### src/rtl/gpr_pkg.sv
package gpr_pkg;

    // Access-size codes shared by the read and write ports.
    typedef enum logic [1:0] {
        SZ_LO8 = 2'b00,
        SZ_HI8 = 2'b01,
        SZ_H16 = 2'b10,
        SZ_W32 = 2'b11
    } gpr_size_e;

    localparam int unsigned GPR_COUNT  = 4;
    localparam int unsigned GPR_WIDTH  = 32;
    localparam int unsigned GPR_HALF_W = 16;

endpackage

### src/rtl/gpr_view_rd.sv
module gpr_view_rd
    import gpr_pkg::*;
#(
    parameter int unsigned REG_W  = GPR_WIDTH,
    parameter int unsigned HALF_W = GPR_HALF_W
) (
    input  logic [REG_W-1:0] word_i,
    input  logic [1:0]       size_i,
    output logic [REG_W-1:0] view_o
);
    localparam int unsigned BYTE_W = HALF_W / 2;

    gpr_size_e size_e;
    assign size_e = gpr_size_e'(size_i);

    // Pick the window and zero-extend it.
    always_comb begin
        view_o = '0;
        unique case (size_e)
            SZ_LO8:  view_o[BYTE_W-1:0] = word_i[BYTE_W-1:0];
            SZ_HI8:  view_o[BYTE_W-1:0] = word_i[HALF_W-1:BYTE_W];
            SZ_H16:  view_o[HALF_W-1:0] = word_i[HALF_W-1:0];
            default: view_o             = word_i;
        endcase
    end

endmodule

### src/rtl/gpr_merge_wr.sv
module gpr_merge_wr
    import gpr_pkg::*;
#(
    parameter int unsigned REG_W  = GPR_WIDTH,
    parameter int unsigned HALF_W = GPR_HALF_W
) (
    input  logic [REG_W-1:0] old_i,
    input  logic [REG_W-1:0] wdata_i,
    input  logic [1:0]       size_i,
    output logic [REG_W-1:0] merged_o
);
    localparam int unsigned BYTE_W = HALF_W / 2;

    gpr_size_e size_e;
    assign size_e = gpr_size_e'(size_i);

    // Write data is right-aligned; only the selected window is replaced.
    always_comb begin
        merged_o = old_i;
        unique case (size_e)
            SZ_LO8:  merged_o[BYTE_W-1:0]      = wdata_i[BYTE_W-1:0];
            SZ_HI8:  merged_o[HALF_W-1:BYTE_W] = wdata_i[BYTE_W-1:0];
            SZ_H16:  merged_o[HALF_W-1:0]      = wdata_i[HALF_W-1:0];
            default: merged_o                  = wdata_i;
        endcase
    end

endmodule

### src/rtl/gpr_alias_file.sv
module gpr_alias_file
    import gpr_pkg::*;
#(
    parameter int unsigned NUM_REGS = GPR_COUNT,
    parameter int unsigned REG_W    = GPR_WIDTH,
    parameter int unsigned HALF_W   = GPR_HALF_W,
    parameter int unsigned ACC_IDX  = 0,
    parameter int unsigned DAT_IDX  = 3,
    localparam int unsigned IDX_W   = $clog2(NUM_REGS),
    localparam int unsigned WIDE_W  = 2 * REG_W
) (
    input  logic              clk,
    input  logic              rst_n,
    input  logic [IDX_W-1:0]  rd0_idx,
    input  logic [1:0]        rd0_sz,
    output logic [REG_W-1:0]  rd0_data,
    input  logic [IDX_W-1:0]  rd1_idx,
    input  logic [1:0]        rd1_sz,
    output logic [REG_W-1:0]  rd1_data,
    input  logic              wr_en,
    input  logic [IDX_W-1:0]  wr_idx,
    input  logic [1:0]        wr_sz,
    input  logic [REG_W-1:0]  wr_data,
    input  logic              wide_en,
    input  logic [WIDE_W-1:0] wide_data
);
    localparam int unsigned NUM_RD = 2;

    typedef struct packed {
        logic [NUM_REGS-1:0][REG_W-1:0] regs;
    } state_t;

    state_t state_q, state_d;

    logic [NUM_REGS-1:0][REG_W-1:0] regs_q;
    assign regs_q = state_q.regs;

    // ---------------- read ports ----------------
    logic [NUM_RD-1:0][IDX_W-1:0] rd_idx;
    logic [NUM_RD-1:0][1:0]       rd_sz;
    logic [NUM_RD-1:0][REG_W-1:0] rd_view;

    assign rd_idx[0] = rd0_idx;
    assign rd_idx[1] = rd1_idx;
    assign rd_sz[0]  = rd0_sz;
    assign rd_sz[1]  = rd1_sz;

    for (genvar p = 0; p < NUM_RD; p++) begin : g_rd
        gpr_view_rd #(
            .REG_W  (REG_W),
            .HALF_W (HALF_W)
        ) u_view (
            .word_i (state_q.regs[rd_idx[p]]),
            .size_i (rd_sz[p]),
            .view_o (rd_view[p])
        );
    end

    assign rd0_data = rd_view[0];
    assign rd1_data = rd_view[1];

    // ---------------- write merge ----------------
    logic [REG_W-1:0] wr_merged;

    gpr_merge_wr #(
        .REG_W  (REG_W),
        .HALF_W (HALF_W)
    ) u_merge (
        .old_i    (state_q.regs[wr_idx]),
        .wdata_i  (wr_data),
        .size_i   (wr_sz),
        .merged_o (wr_merged)
    );

    // ---------------- next state ----------------
    always_comb begin
        state_d = state_q;
        if (wr_en) begin
            state_d.regs[wr_idx] = wr_merged;
        end
        // The wide pair is applied last so it wins on its two registers.
        if (wide_en) begin
            state_d.regs[DAT_IDX] = wide_data[WIDE_W-1:REG_W];
            state_d.regs[ACC_IDX] = wide_data[REG_W-1:0];
        end
    end

    always_ff @(posedge clk or negedge rst_n) begin
        if (!rst_n) begin
            state_q <= '0;
        end else begin
            state_q <= state_d;
        end
    end

endmodule

### config.mk
export PLATFORM = sky130hd
export DESIGN_NAME = gpr_alias_file
export DESIGN_NICKNAME = d
export VERILOG_FILES = /design/src/rtl/gpr_pkg.sv /design/src/rtl/gpr_view_rd.sv /design/src/rtl/gpr_merge_wr.sv /design/src/rtl/gpr_alias_file.sv
export SDC_FILE = /design/constraint.sdc
export NUM_CORES = 1
export LEC_CHECK = 0
export ABC_AREA = 1
export BUFFER_PORTS_ARGS = -buffer_cell sky130_fd_sc_hd__clkbuf_2
export CAP_MARGIN = 10
export CORE_AREA = 3 3 202 204
export CTS_CLUSTER_SIZE = 8
export DETAILED_ROUTE_END_ITERATION = 6
export DIE_AREA = 0 0 205 207
export SETUP_SLACK_MARGIN = 0.3
export SYNTH_ARGS = -nofsm -noshare
export SYNTH_HDL_FRONTEND = slang
export SYNTH_SLANG_ARGS = --single-unit
### constraint.sdc
create_clock -name clk -period 5.41 [get_ports clk]
set_input_delay 1.623 -clock clk [delete_from_list [all_inputs] [get_ports clk]]
set_output_delay 1.623 -clock clk [all_outputs]
set_load 0.05 [all_outputs]
# --- After elaboration in Yosys (flattened, before gate mapping) ---
# Index checks and enable logic that the tools add are counted.
totals:
  reg_bits: 128
  inputBits: 112
  out_inout_bits: 64
op_classes:
  order_cmp: 4
  eq_ne: 6
  muxes: 21
  reduce_logical: 10
op_table:
  columns: ["cell", "count"]
  rows:
  - ["32-bit binary-select mux with 2-bit select", 3]
  - ["32-bit 2-to-1 mux", 6]
  - ["128-bit bitwise mux", 1]
  - ["128-bit 2-to-1 mux", 1]
  - ["32-bit demux with 2-bit select", 1]
  - ["16-bit 2-to-1 mux", 3]
  - ["8-bit 2-to-1 mux", 5]
  - ["8-bit case mux with 2 select lines", 1]
  - ["2-bit by 3-bit < comparator with 1-bit output (second input constant)", 3]
  - ["3-bit OR reduction", 3]
  - ["2-bit by 1-bit == test with 1-bit output (second input constant)", 3]
  - ["2-bit == test (second input constant)", 3]
  - ["2-bit zero test", 3]
  - ["2-bit OR reduction", 2]
  - ["2-bit by 1-bit >= comparator with 1-bit output (second input constant)", 1]
  - ["2-bit nonzero test", 1]
  - ["1-bit logical AND", 1]

# --- Longest topological paths before layout ---
# Gate-level depths: netlist of run 1.
depth:
  word_depth: 7
  depth_mapped: 9

# --- Cells and area by module ---
# A second synthesis of run 1 with hierarchy kept.
hier_totals:
  hier_cells: 1606
  hier_area_um2: 9887.0
modules_own_cells:
  columns: ["mod", "n_inst", "cells_per_inst", "area_per_inst_um2", "seq_area_each_um2"]
  rows:
  - ["gpr_alias_file", 1, 1333, 8483.1, 3203.1]
  - ["gpr_view_rd", 2, 78, 432.9, 0.0]
  - ["gpr_merge_wr", 1, 117, 538.0, 0.0]

# --- Least setup slack after synthesis of run 1 ---
# No wires, ideal clock.
synth_timing:
  path_type: "input -> output"
  from: "in rd0_idx[1]"
  to: "out rd0_data[0]"
  arrival_ns: 3.323
  t_required_ns: 3.787
  setup_slack_ns: 0.464
  path_stages: 6
  path_buffers: 2
  cell_sequence: "buf_2 clkbuf_1 a21oi_1 o21ai_0 nand2_1 o21ai_0"
synth_between:
  elab_chain_cells: 3
synth_lines:
  columns: ["item", "line", "source"]
  rows:
  - ["from (decl)", "gpr_alias_file.sv:14", "input logic [IDX_W-1:0] rd0_idx,"]
  - ["32-bit binary-select mux with 2-bit select", "gpr_alias_file.sv:53", ".word_i (state_q.regs[rd_idx[p]]),"]
  - ["32-bit 2-to-1 mux (not written as such)", "gpr_alias_file.sv:53", null]
  - ["8-bit 2-to-1 mux", "gpr_view_rd.sv:19", "unique case (size_e)"]
  - ["to (decl)", "gpr_alias_file.sv:16", "output logic [REG_W-1:0] rd0_data,"]
# No other way between the ends. The select of a mux whose other input is x is not followed.

# --- Final worst setup path of run 1 ---
layout_timing:
  from: "in rd0_idx[0]"
  to: "out rd0_data[0]"
# The elaborated chain is that of the path after synthesis.

==> results of run 1 <==
metal layers:
layer / routed length [um] / up-vias
met5: 0 / -
met4: 684 / 0
met3: 4210 / 45
met2: 18300 / 649
met1: 18210 / 5150
li1: - / 5274
worst max-delay path by stage:
stage,from,to,slack [ns]
after detailed placement,rd0_idx[0],rd0_data[0],0.63
after floorplan,rd0_idx[1],rd0_data[0],0.46
after global routing,rd0_idx[0],rd0_data[0],0.44
final,rd0_idx[0],rd0_data[0],0.58
after CTS,rd0_idx[0],rd0_data[0],0.62
after global placement,rd0_idx[0],rd0_data[0],0.65
kinds of logic after synthesis:
| group | count (synthesis) | synth area share (%) |
|---|---|---|
| AOI/OAI and AO/OA | 273 | 15.32 |
| DFF | 128 | 32.80 |
| and+or+nand+nor | 916 | 40.82 |
| buffers and inverters | 248 | 11.06 |
cell type report:
type                            instances  area (um^2)  area share (%)
Antenna cell                            2        5.005         0.04310
Clock buffer                           20        446.7           3.847
Clock inverter                         12        160.2           1.379
Inverter                              147        551.8           4.752
Multi-Input combinational cell       1189         5490           47.28
Sequential cell                       128         3203           27.58
Tap cell                              525        656.9           5.657
Timing Repair Buffer                  197         1099           9.460
cell usage in the layout, fill, tap and decap left out, types with 2 or more instances in the layout:
cell	count
a21oi_1	98
buf_12	4
buf_4	21
bufinv_16	3
clkbuf_1	2
clkbuf_16	17
clkbuf_2	171
clkinv_1	2
clkinv_4	3
clkinvlp_4	4
dfrtp_1	128
diode_2	2
inv_1	138
inv_2	7
nand2_1	632
nand2_2	6
nand3_1	186
nand3_2	25
nand3b_2	3
nor2_1	29
nor2_2	3
nor2_4	3
o211ai_1	47
o21ai_0	96
o21ai_1	22
o22ai_1	10
or2_2	24
synth_stat cells (4+ instances only):
| master | number | share of area [%] |
|---|---|---|
| a21oi_1 | 98 | 5.0 |
| buf_2 | 38 | 1.9 |
| buf_4 | 13 | 1.0 |
| buf_6 | 7 | 0.81 |
| clkbuf_1 | 40 | 1.5 |
| dfrtp_1 | 128 | 33 |
| inv_1 | 138 | 5.3 |
| inv_2 | 7 | 0.27 |
| nand2_1 | 633 | 24 |
| nand2_2 | 5 | 0.32 |
| nand3_1 | 186 | 9.5 |
| nand3_2 | 25 | 2.6 |
| nor2_1 | 29 | 1.1 |
| nor2_2 | 4 | 0.26 |
| o211ai_1 | 47 | 3.6 |
| o21ai_0 | 96 | 4.9 |
| o21ai_1 | 22 | 1.1 |
| o22ai_1 | 10 | 0.64 |
| or2_2 | 24 | 1.5 |
power by group through the flow:
stage	logic, mW	clock network, mW	registers, mW
final	0.997	1.21	1.25
after global routing	1.11	1.28	1.26
after CTS	0.993	1.23	1.24
after detailed placement	0.989	0	1.25
after floorplan	0.716	0	1.21
after global placement	0.979	0	1.25
critical path, stage by stage:
cell and delay, ns:
buf_4 0.32, buf_4 0.37, a21oi_1 0.10, o21ai_0 0.10, nand2_1 0.10, o21ai_0 0.26, clkbuf_2 0.34
through the flow:
step | worst slack (ns) | util (%) | hold slack (ns)
global route | 0.4410 | 29.42 | 0.5263
floorplan | 0.4643 | - | 0.4491
finish | 0.5759 | 29.43 | 0.4803
detailed placement | 0.6267 | 27.88 | 0.4650
CTS | 0.6194 | 29.42 | 0.4830
global placement | 0.6466 | 27.88 | 0.4668
==> results.cfg, run 1 <==
[run_status]
status = finished clean

[grt]
busiest_layer = met2
track_usage_pct = 19.30
antenna_found_initial = 1
met2_usage_pct = 29.47
grt_use_met1_pct = 28.28
grt_remaining_overflow = 0
grt_max_degree = 69
grt_first_pass_wirelength_um = 63880
grt_util_met3_pct = 3.788
grt_pass1_vias = 10540

[logic_synthesis]
synth_area_um2 = 9766
syn_inst = 1565
syn_nets = 1677
synth_seq_cells = 128
postSynthAreaPerCell_um2 = 6.240
yosys_warnings = 0
ys.flop_type = dfrtp_1
ys_types = 28
ys_seq_area_share_pct = 32.80
async_flop_share_pct = 100.0
synth-edff-count = 0

[route]
firstDrtPassIters = 6
wirelength_um = 41400
ant_nets = 0
drtIter0Drc = 1349
vias = 11120
drt-wirelength-per-cell_um = 18.65
via_per_inst = 5.008
drc = 0

[sta]
report.final.slew_viol_count = 0
tns_ns = 0
setup_viol = 0
max_freq_mhz = 206.9
grt_setup_unrepaired = no
slew_headroom_pct = 33.06
layout_min_cycle_time_ns = 4.834
period_share_pct = 89.35
finalHoldViolCount = 0
clock_skew_ns = 0.01109
worst_slew_pin_slew_ns = 1.004

[pwr]
p_comb_share_pct = 28.8
vdd_ir_drop_max_v = 0.0002088
p_clk_share_pct = 35.1
total_power_mw = 3.458
power_density_nw_per_um2 = 297.8
seqPwrFrac_pct = 36.0
leakage_nw = 6.134
internal_power_mw = 2.135
swShare_pct = 38.26
power.switching_mw = 1.323

[worst_setup_path]
r2r_end = regs_q[78]
rrSetupSlack_ns = 4.28
worstSetupEndpointType = primary output
cp.required_ns = 3.79
critical_path_arrival_ns = 3.21
cp_max_fo = 32
cp-start-kind = primary input
reg2reg_depth = 5
critPathKind = in -> out
rr_startpoint = regs_q[110]

[placed_design]
place_inst = 2186
place_area_um2 = 11000
place.detailed.hpwl_um = 27480
portBuffers = 175
gp_congestion = 0.9100

[layout]
largest_reg_flops = 128
stdcell_count = 2220
final_cell_area_um2 = 11610
fin_nets = 1792
nFillCells = 4458
drive_gt1_share_pct = 17.78
areaGrowthSynthToFinish_pct = 18.91

[hold_path]
hold_end = regs_q[75]
min_path_cells = 2
hp-start = regs_q[75]
min_path_type = reg -> reg

[die]
die_x_um = 205
die-area_um2 = 42440
num_rows = 73
num_io_pins = 176
core_um2 = 39460
initial_core_util_pct = 24.75
die_h_um = 207

[cts]
cts_root_buffer = clkbuf_16
ctsHoldBuffers = 0
cts_buffer_depth = 2
clkSlewWorstSetupHoldPaths_ns = 0.07
h-tree-depth = 4
numCtsBuffers = 17
clock_sinks = 128
cts_tree = built
post_cts_buffers = 0
ctsResizeCount = 0
clk_latency_ns = 0.42

[job]
cap_viol_max_count = 0
No activity file was read; power rests on OpenSTA's default activity.
==> inputs of run 2 (changes only) <==
==> constraint.sdc (replaced) <==
create_clock -name clk -period 6.18 [get_ports clk]
set_input_delay 1.854 -clock clk [delete_from_list [all_inputs] [get_ports clk]]
set_output_delay 1.854 -clock clk [all_outputs]
set_load 0.05 [all_outputs]
==> run 2 against run 1 <==
Wire length shrank 1.9%; clock power shrank 18%; sequential share of layout area grew 0.22 points; clock skew shrank 0.0040 ns; critical path depth is the same; worst setup slack gained 0.13 ns; critical endpoint is now rd0_data[4].
==> results.cfg, run 2 (synthesis gave the netlist of run 1 again) <==
[run_status]
status = finished clean

[die]
core_um2 = 39460
num_rows = 73
die_x_um = 205
initial_core_util_pct = 24.75
num_io_pins = 176
die-area_um2 = 42440
die_h_um = 207

[route]
vias = 11230
firstDrtPassIters = 7
wirelength_um = 40600
drtIter0Drc = 1326
drt-wirelength-per-cell_um = 18.30
drc = 0
ant_nets = 0
via_per_inst = 5.062

[cts]
cts_tree = built
ctsResizeCount = 0
cts_buffer_depth = 2
cts_root_buffer = clkbuf_16
h-tree-depth = 4
ctsHoldBuffers = 0
clock_sinks = 128
clkSlewWorstSetupHoldPaths_ns = 0.06
numCtsBuffers = 17
post_cts_buffers = 0
clk_latency_ns = 0.43

[placed_design]
gp_congestion = 0.9459
portBuffers = 175
place.detailed.hpwl_um = 26910
dp_slack_ns = 0.8026
place_area_um2 = 10960

[worst_setup_path]
cp_max_fo = 52
critPathKind = in -> out
crit_slowest_cell = buf_4
cp.required_ns = 4.33
rrSetupSlack_ns = 5.05
crit_path_cell_trace = buf_4 -> buf_4 -> a21oi_1 -> o21ai_0 -> nand2_1 -> o21ai_0 -> clkbuf_2
critical_path_depth = 7
worstSetupEndpointType = primary output
reg2reg_depth = 5
cpPeakStageDelay_ns = 0.43
r2r_end = regs_q[9]
critPathLaunch = rd0_idx[0]
cp-start-kind = primary input
crit_family = buffers and inverters
rr_startpoint = regs_q[105]
worst-path-buf-inv = 3
endpoint = rd0_data[4]
critical_path_arrival_ns = 3.62

[sta]
clock_skew_ns = 0.007108
worst_slew_pin_slew_ns = 1.219
setup_ws_ns = 0.7072
grt_setup_unrepaired = no
setup_viol = 0
layout_min_cycle_time_ns = 5.473
max_freq_mhz = 182.7
finalHoldViolCount = 0
report.final.slew_viol_count = 0
tns_ns = 0
slew_headroom_pct = 18.51
period_share_pct = 88.56

[layout]
fin_nets = 1792
final_cell_mix = nand2_1, nand3_1, clkbuf_2, inv_1, dfrtp_1
final_core_util_pct = 29.20
nFillCells = 4427
drive_gt1_share_pct = 17.84
final_cell_area_um2 = 11520
regArea_um2 = 3203
final_common_cell = nand2_1
n_antenna_cell = 0
multi_input_area_um2 = 5490
areaGrowthSynthToFinish_pct = 17.99
largest_reg_flops = 128

[pwr]
vdd_ir_drop_max_v = 0.0001447
leakage_nw = 6.094
power_density_nw_per_um2 = 255.6

[grt]
grt_first_pass_wirelength_um = 61640
grt_pass1_vias = 10300
grt_max_degree = 68
track_usage_pct = 18.64
grt_remaining_overflow = 0
antenna_found_initial = 0

[job]
cap_viol_max_count = 0

[hold_path]
min_path_type = reg -> reg
## run 2: area by class of cell
class | instances | share of cell area [%]
repair buffers | 197 | 9.208
clock buffers | 19 | 3.844
multi-input cells | 1189 | 47.65
clock inverters | 13 | 1.010
inverters | 147 | 4.789
flip-flops and latches | 128 | 27.80
well taps | 525 | 5.701
## run 2: layer usage
layer / wire (um) / vias up / global-route usage, % / part of all wire (%)
met3: 4148 / 49 / 3.442 / 10
met4: 545 / 0 / 3.771 / 1.3
met1: 17730 / 5217 / 27.24 / 44
met2: 18170 / 693 / 28.73 / 45
li1: - / 5269 / - / -
met5: 0 / - / 0 / 0
## run 2: worst min-delay path by stage
stage	start	to	slack (ns)	cells after the start
after global routing	regs_q[75]	regs_q[75]	0.49	2
after floorplan	regs_q[72]	regs_q[72]	0.45	2
final	regs_q[75]	regs_q[75]	0.49	2
after CTS	regs_q[75]	regs_q[75]	0.48	2
after global placement	regs_q[72]	regs_q[72]	0.46	2
after detailed placement	regs_q[75]	regs_q[75]	0.47	2
## run 2: power by group
part	switching (mW)	total, mW	internal [mW]
sequential	0.128	1.09	0.961
combinational	0.611	0.869	0.257
clock	0.425	0.987	0.562
## run 2: per-stage QoR
stage               hold WS, ns  instances  power (mW)
global route             0.4947       2218       3.108
CTS                      0.4827       2218       2.947
finish                   0.4851       2218       2.945
detailed placement       0.4669       2186       1.955
global placement         0.4643       2186       1.943
floorplan                0.4491       1565       1.682
## run 2: worst min-delay path, delay by kind of cell, from the launching register on
| kind | cells | cell delay [ns] |
|---|---|---|
| DFF | 1 | 0.34 |
| and+or+nand+nor | 2 | 0.11 |
